**config.mk**
```make
export PLATFORM = sky130hd
export DESIGN_NAME = pfx_carry_adder
export DESIGN_NICKNAME = d
export VERILOG_FILES = /design/src/rtl/pfx_pkg.sv /design/src/rtl/pfx_classify.sv /design/src/rtl/pfx_prefix_tree.sv /design/src/rtl/pfx_sum_stage.sv /design/src/rtl/pfx_carry_adder.sv
export SDC_FILE = /design/constraint.sdc
export NUM_CORES = 1
export LEC_CHECK = 0
export CELL_PAD_IN_SITES_DETAIL_PLACEMENT = 0
export CELL_PAD_IN_SITES_GLOBAL_PLACEMENT = 2
export CORE_ASPECT_RATIO = 0.9
export CORE_UTILIZATION = 29
export DETAILED_ROUTE_END_ITERATION = 16
export PLACE_DENSITY_LB_ADDON = 0.1
export SETUP_SLACK_MARGIN = 0.1
export SLEW_MARGIN = 20
export SYNTH_ARGS = -nofsm -noshare
export SYNTH_HDL_FRONTEND = slang
export SYNTH_HIERARCHICAL = 1
export SYNTH_SLANG_ARGS = --single-unit
```
**constraint.sdc**
```tcl
create_clock -name clk -period 2.8 [get_ports clk]
set_clock_uncertainty 0.15 [all_clocks]
set_input_delay 0.28 -clock clk [delete_from_list [all_inputs] [get_ports clk]]
set_output_delay 0.28 -clock clk [all_outputs]
set_load 0.02 [all_outputs]
```
**src/rtl/pfx_pkg.sv**
```systemverilog
`timescale 1ns/1ps
package pfx_pkg;

    // Two-bit carry status symbol, encoded as {G,P}
    typedef enum logic [1:0] {
        SYM_ANNIH = 2'b00,
        SYM_PROP  = 2'b01,
        SYM_GEN   = 2'b10
    } csym_e;

    // Fold a more significant symbol over a less significant one
    function automatic csym_e sym_combine(csym_e hi, csym_e lo);
        return (hi == SYM_PROP) ? lo : hi;
    endfunction

    // Classify one operand bit pair
    function automatic csym_e sym_of_bits(logic x, logic y);
        if (x & y)
            return SYM_GEN;
        else if (x | y)
            return SYM_PROP;
        else
            return SYM_ANNIH;
    endfunction

    // The carry-in is always an already-resolved symbol
    function automatic csym_e sym_of_carry(logic c);
        return c ? SYM_GEN : SYM_ANNIH;
    endfunction

    // Number of Kogge-Stone levels needed to span n elements
    function automatic int unsigned tree_levels(int unsigned n);
        return (n < 2) ? 1 : $clog2(n);
    endfunction

endpackage

```
**src/rtl/pfx_classify.sv**
```systemverilog
`timescale 1ns/1ps
module pfx_classify
    import pfx_pkg::*;
#(
    parameter int unsigned WIDTH = 32
) (
    input  logic [WIDTH-1:0] a_i,
    input  logic [WIDTH-1:0] b_i,
    input  logic             cin_i,
    output csym_e            bit_sym_o [WIDTH],
    output csym_e            cin_sym_o
);

    assign cin_sym_o = sym_of_carry(cin_i);

    for (genvar k = 0; k < WIDTH; k++) begin : g_bit
        assign bit_sym_o[k] = sym_of_bits(a_i[k], b_i[k]);

        // the unused {G,P} = 11 code must never be produced
        always_comb begin
            p_code_legal_r1: assert ($onehot0(bit_sym_o[k]));
        end
    end

endmodule

```
**src/rtl/pfx_prefix_tree.sv**
```systemverilog
`timescale 1ns/1ps
module pfx_prefix_tree
    import pfx_pkg::*;
#(
    parameter int unsigned COUNT = 33
) (
    input  csym_e seq_i [COUNT],
    output csym_e res_o [COUNT]
);

    localparam int unsigned LEVELS = tree_levels(COUNT);

    csym_e stage [LEVELS+1][COUNT];

    for (genvar j = 0; j < COUNT; j++) begin : g_in
        assign stage[0][j] = seq_i[j];
        assign res_o[j]    = stage[LEVELS][j];
    end

    for (genvar l = 0; l < LEVELS; l++) begin : g_lvl
        localparam int unsigned SPAN = 1 << l;
        for (genvar j = 0; j < COUNT; j++) begin : g_node
            if (j >= SPAN) begin : g_op
                assign stage[l+1][j] = sym_combine(stage[l][j], stage[l][j-SPAN]);
            end else begin : g_wire
                assign stage[l+1][j] = stage[l][j];
            end
        end
    end

endmodule

```
**src/rtl/pfx_sum_stage.sv**
```systemverilog
`timescale 1ns/1ps
module pfx_sum_stage
    import pfx_pkg::*;
#(
    parameter int unsigned WIDTH = 32
) (
    input  csym_e            bit_sym_i [WIDTH],
    input  csym_e            res_i     [WIDTH+1],
    output logic [WIDTH:0]   carry_o,
    output logic [WIDTH-1:0] sum_o
);

    for (genvar j = 0; j <= WIDTH; j++) begin : g_car
        assign carry_o[j] = (res_i[j] == SYM_GEN);
    end

    for (genvar k = 0; k < WIDTH; k++) begin : g_sum
        assign sum_o[k] = (bit_sym_i[k] == SYM_PROP) ^ carry_o[k];
    end

endmodule

```
**src/rtl/pfx_carry_adder.sv**
```systemverilog
`timescale 1ns/1ps
module pfx_carry_adder
    import pfx_pkg::*;
#(
    parameter int unsigned WIDTH   = 32,
    parameter bit          REG_OUT = 1'b1
) (
    input  logic             clk,
    input  logic             rst,
    input  logic [WIDTH-1:0] a_in,
    input  logic [WIDTH-1:0] b_in,
    input  logic             cin,
    output logic [WIDTH-1:0] sum_out,
    output logic [WIDTH:0]   carry_out
);

    localparam int unsigned COUNT = WIDTH + 1;

    csym_e            bit_sym [WIDTH];
    csym_e            cin_sym;
    csym_e            seq     [COUNT];
    csym_e            res     [COUNT];
    logic [WIDTH:0]   carry_c;
    logic [WIDTH-1:0] sum_c;
    logic [WIDTH:0]   ref_total;

    pfx_classify #(.WIDTH(WIDTH)) u_class (
        .a_i       (a_in),
        .b_i       (b_in),
        .cin_i     (cin),
        .bit_sym_o (bit_sym),
        .cin_sym_o (cin_sym)
    );

    // Position 0 of the prefix holds the carry-in, position k+1 holds bit k
    assign seq[0] = cin_sym;
    for (genvar k = 0; k < WIDTH; k++) begin : g_seq
        assign seq[k+1] = bit_sym[k];
    end

    pfx_prefix_tree #(.COUNT(COUNT)) u_tree (
        .seq_i (seq),
        .res_o (res)
    );

    pfx_sum_stage #(.WIDTH(WIDTH)) u_sum (
        .bit_sym_i (bit_sym),
        .res_i     (res),
        .carry_o   (carry_c),
        .sum_o     (sum_c)
    );

    // Plain arithmetic reference, used only by the properties below
    assign ref_total = {1'b0, a_in} + {1'b0, b_in} + {{WIDTH{1'b0}}, cin};

    // a prefix that starts from a resolved carry-in never stays at propagate
    for (genvar j = 0; j < COUNT; j++) begin : g_res_chk
        p_resolved_r3: assert property (@(posedge clk) disable iff (rst)
            res[j] != SYM_PROP);
    end

    if (REG_OUT) begin : g_reg
        always_ff @(posedge clk) begin
            if (rst) begin
                sum_out   <= '0;
                carry_out <= '0;
            end else begin
                sum_out   <= sum_c;
                carry_out <= carry_c;
            end
        end

        p_reset_clear_r8: assert property (@(posedge clk)
            rst |=> (sum_out == '0 && carry_out == '0));

        p_cin_entry_r4: assert property (@(posedge clk) disable iff (rst)
            1'b1 |=> carry_out[0] == $past(cin));

        p_sum_total_r7: assert property (@(posedge clk) disable iff (rst)
            1'b1 |=> {carry_out[WIDTH], sum_out} == $past(ref_total));

        for (genvar k = 0; k < WIDTH; k++) begin : g_link
            p_ripple_link_r5: assert property (@(posedge clk) disable iff (rst)
                1'b1 |=> carry_out[k+1] ==
                    ($past(a_in[k] & b_in[k]) |
                     ($past(a_in[k] ^ b_in[k]) & carry_out[k])));
        end
    end else begin : g_comb
        assign sum_out   = sum_c;
        assign carry_out = carry_c;

        p_cin_entry_r4: assert property (@(posedge clk) disable iff (rst)
            carry_out[0] == cin);

        p_sum_total_r6: assert property (@(posedge clk) disable iff (rst)
            {carry_out[WIDTH], sum_out} == ref_total);

        for (genvar k = 0; k < WIDTH; k++) begin : g_link
            p_ripple_link_r2: assert property (@(posedge clk) disable iff (rst)
                carry_out[k+1] ==
                    ((a_in[k] & b_in[k]) | ((a_in[k] ^ b_in[k]) & carry_out[k])));
        end
    end

endmodule

```
## Word level (Yosys, flattened, before mapping)

Cells that the tools add are included.

- Flip-flop bits (word level): 65
- Bits in latches: 0
- Bits in writable memories: 0
- Memory bits (read-only): 0
- Output and inout bits: 65
- Word-level logic and storage cells: 466
- Memories: 0

- Add/sub/neg operators: 0
- $mul: 0
- Divide/modulo/power cells: 0
- $lt $le $gt $ge: 0
- Equal/unequal tests: 168
- Shift-type cells: 0
- Muxes and demuxes: 200
- Bitwise logic cells: 96
- Reduce and logical (&&, ||, !) cells: 0

Operators by type and width:

| kind | count |
|---|---|
| 2-bit 2-to-1 mux | 168 |
| 2-bit by 1-bit == test with 1-bit output, second input constant | 135 |
| 2-bit == test, second input constant | 33 |
| 1-bit bitwise AND | 32 |
| 1-bit 2-to-1 mux | 32 |
| 1-bit OR | 32 |
| 1-bit XOR | 32 |

## Depth between registers and ports, before layout

- Depth after elaboration: 16
- Gate-level depth with buffers: 10
- Mapped depth without buffers: 10

## Cells and area by module

The synthesis kept the hierarchy.

Modules (own cells, without submodules):

| module | times used | cells an instance | area an instance (um^2) | sequential area each (um^2) |
|---|---|---|---|---|
| pfx_carry_adder | 1 | 137 | 1855.5 | 1301.2 |
| pfx_prefix_tree | 1 | 323 | 1804.2 | 0.0 |
| pfx_sum_stage | 1 | 97 | 927.1 | 0.0 |
| pfx_classify | 1 | 35 | 419.2 | 0.0 |

## Worst setup path after synthesis

Ideal clock, no wire load.

- Kind: input port to flip-flop
- From: input a_in[3]
- To: register sum_out[30]
- Library setup time: 115 ps
- Arrival time: 2185 ps
- Path slack: 350 ps
- Stages: 9
- Path through: ha_1 -> o21ai_2 -> o2111a_1 -> a211oi_2 -> o21bai_1 -> a221oi_1 -> nor2b_4 -> xnor2_1 -> nor2b_1

RTL lines:

| what | line | source |
|---|---|---|
| start: declaration | pfx_carry_adder.sv:10 | `input logic [WIDTH-1:0] a_in,` |
| end signal: assignment | pfx_carry_adder.sv:68 | `sum_out <= sum_c;` |
| end: declaration | pfx_carry_adder.sv:13 | `output logic [WIDTH-1:0] sum_out,` |

==> run metrics <==
status finished clean; Post-Synth XOR/XNOR Area about 5.6%; switching share of power around a third; Yosys reg bits 65; I/O pins around 130; post-synthesis mux area share 0%; worst-path cell chain clkdlybuf4s50_1, ha_4, a21oi_2, o2111a_1, a211oi_2, buf_4, o311a_4, o21ai_4, a21oi_2, nor2b_4, xnor2_1, nor2b_2; H-tree depth 3; clock share of power roughly 28%; Top FF cell, synth dfxtp_1; measured slew at the worst slew-check pin approximately 0.52 ns; met1 Use GR ~25%; total negative setup slack 0 ns; via count between 5000 and 6000; Total Power 4.21 mW; nets approximately 950; power share of the sequential group around 26%; Final period util a little over nine tenths; PD cells between 500 and 600 nW/um^2; Worst Hold End sum_out[1]; Placer Congestion about 0.81; met2 usage around 28%; Sequential Area 1300 um^2; CTS tree yes; Fmax achieved 380 MHz; Synth Area in Adders 8.00%; first-pass GRT wire length between 20000 and 25000 um; WL final ~16000 um; Starting Density around 30%; Int Power about 2.8 mW; Peak supply drop 345 uV; Final Cell Area slightly above 8000 um^2; cell count after synthesis slightly below 600; Hold WC Path Type primary input to flip-flop; Die H between 100 and 150 um; Area after DPL 7450 um^2; Netlist cell types slightly above 40; number of global-route vias before repair between 5000 and 6000; slew margin rel. 65.0%; Pre-antenna DRT Iters 4; routed vias/inst between 4 and 5; M3 GR Usage under 10%; Setup WS post-layout around 0.17 ns; Initial DRC Count ~160; crit end category flip-flop; Compound-Gate Fraction of Synth Area between 20 and 30%; Core Util, Final between 40% and 50%; mapped cell area around 5000 um^2; mean post-synth cell area 8.46 um^2; highest-count cells in the layout ignoring fill and taps 127 x buf_4, 119 x clkdlybuf4s50_1, 66 x a21oi_1; area of the multi-input gates ~3800 um^2; DIE WIDTH 140 um; Most Crowded Layer GR met2; startpoint type of the worst setup path primary input; NetSw between 1 and 1.5 mW; diodes inserted 0; most common cell after layout, fill and taps aside buf_4; Setup Viol. Count Final 0; YS warnings 6; largest family of logic cells by synthesized area compound AO/OA/AOI/OAI gates; clock transition at the registers of the reported paths about 0.06 ns; LEAKAGE 3.52 nW; Max FO, Critical Path 6; Async SR Flop Fraction 0%; Root Buffer clkbuf_16; Top cell by count, worst path a21oi_2; Critical Path AT 2.70 ns; die area between 15000 and 20000 um^2; Hold Crit Start rst; GRT overflow 0; crit path time final ~2.6 ns; DP Worst Slack -0.393 ns; synthesis-to-finish area growth 63.7%; final hold violations 0; max incr delay on CP 0.50 ns; Row Count 45; CTS Buffer Depth 2; initial antenna violation count 0; required time worst endpoint 2.87 ns; DRT antenna net count 0; clk sinks 65; Slew Limit Fails 0; total track usage 17.8%; Post-route DRC 0; # hold bufs at CTS 0; hold depth 3; Seq/Total Area, Yosys 26.0%; core area approximately 17000 um^2; Post-DP HPWL between 10000 and 15000 um; Critical Path Start a_in[1]; unrepaired setup endpoints after global routing true; maxcap violations 0; fraction of layout cells with a size suffix above 1 32.2%; Slowest-stage cell, CP clkdlybuf4s50_1; Comb pwr share approximately 47%; post-DR wirelength/cell roughly 15 um; syn nets 691; largest net degree at the start of global routing 66; I/O Buffers between 100 and 150; EDFF count, synth 0; Post-Synth Simple-Gate Area about a quarter; critical path type primary input to flip-flop; CTS Buf Count 9; Filler Cell Count roughly 1700
## state kept, by name, indices dropped and copies added, names as in the netlist
| signal | flops |
|---|---|
| carry_out | 33 |
| sum_out | 32 |
## worst max path at each step
stage / to / cells after the start
after floorplan: sum_out[30] / 9
after global placement: sum_out[18] / 12
after detailed placement: sum_out[27] / 13
after CTS: sum_out[31] / 11
after global routing: sum_out[30] / 14
final: sum_out[24] / 12
## critical path: cells and delay by family
family | cells | cell delay (ns)
fa+ha+maj | 1 | 0.24
compound gates | 6 | 1.16
buf+inv | 2 | 0.66
xor+xnor | 1 | 0.07
simple gates | 2 | 0.28
## stage by stage
step	hold WS (ns)	instances
after floorplan	0.344	592
after global placement	0.639	1052
after detailed placement	0.645	1052
after CTS	0.281	1069
after global routing	0.298	1070
final	0.291	1070
## cells in the mapped netlist, types with 2 or more instances
cell type / number / share of area (%)
a211oi_1: 7 / 1.0
a211oi_2: 2 / 0.50
a21boi_0: 2 / 0.30
a21o_1: 15 / 2.2
a21o_2: 2 / 0.35
a21oi_1: 83 / 8.3
a221oi_1: 2 / 0.35
a31oi_1: 5 / 0.62
buf_4: 4 / 0.60
buf_6: 6 / 1.3
dfxtp_1: 65 / 26
ha_1: 32 / 8.0
inv_1: 37 / 2.8
nand2_1: 14 / 1.0
nand2b_1: 34 / 4.2
nand3_1: 2 / 0.20
nor2_1: 16 / 1.2
nor2b_1: 38 / 4.7
nor2b_2: 30 / 5.2
nor2b_4: 32 / 8.8
o211ai_1: 4 / 0.60
o21a_1: 14 / 2.1
o21ai_0: 71 / 7.1
o21ai_1: 16 / 1.6
o21ai_2: 2 / 0.35
o21bai_1: 8 / 1.2
o31ai_1: 3 / 0.45
or2_2: 2 / 0.25
xnor2_1: 32 / 5.6
## kinds of logic (layout without fill, tap and decap cells)
| kind of cell | Yosys count | after routing |
|---|---|---|
| AO/OA/AOI/OAI | 246 | 246 |
| flip-flops | 65 | 65 |
| XOR/XNOR | 32 | 32 |
| buffers and inverters | 48 | 315 |
| other | 1 | 1 |
| AND/OR/NAND/NOR | 168 | 168 |
| adder cells (fa/ha/maj) | 32 | 32 |
## power groups by stage
| stage | clock network, mW | logic [mW] | registers, mW |
|---|---|---|---|
| after floorplan | 0 | 0.876 | 1.27 |
| after global routing | 1.25 | 2.12 | 1.10 |
| after global placement | 0 | 1.83 | 1.11 |
| final | 1.17 | 1.96 | 1.09 |
| after detailed placement | 0 | 1.84 | 1.11 |
| after CTS | 1.21 | 1.87 | 1.09 |
## per-layer routing
metal / vias to the layer above / part of all wire [%]
li1: 2593 / -
met1: 2293 / 52
met2: 102 / 43
met3: 16 / 3.8
met4: 0 / 1.5
met5: - / 0
## cell type report
cell class	count	area share [%]
Multi-Input combinational cell	479	46.9
Tap cell	211	3.22
Clock inverter	7	0.947
Inverter	37	1.69
Sequential cell	65	15.9
Timing Repair Buffer	262	28.6
Clock buffer	9	2.75
## timing repair
action	in CTS	in global routing
resized for setup	17	88
cloned	0	0
endpoints found under the setup margin	18	27
pin swaps	1	15
setup buffers	1	1
Power figures use the tool's default switching activity.
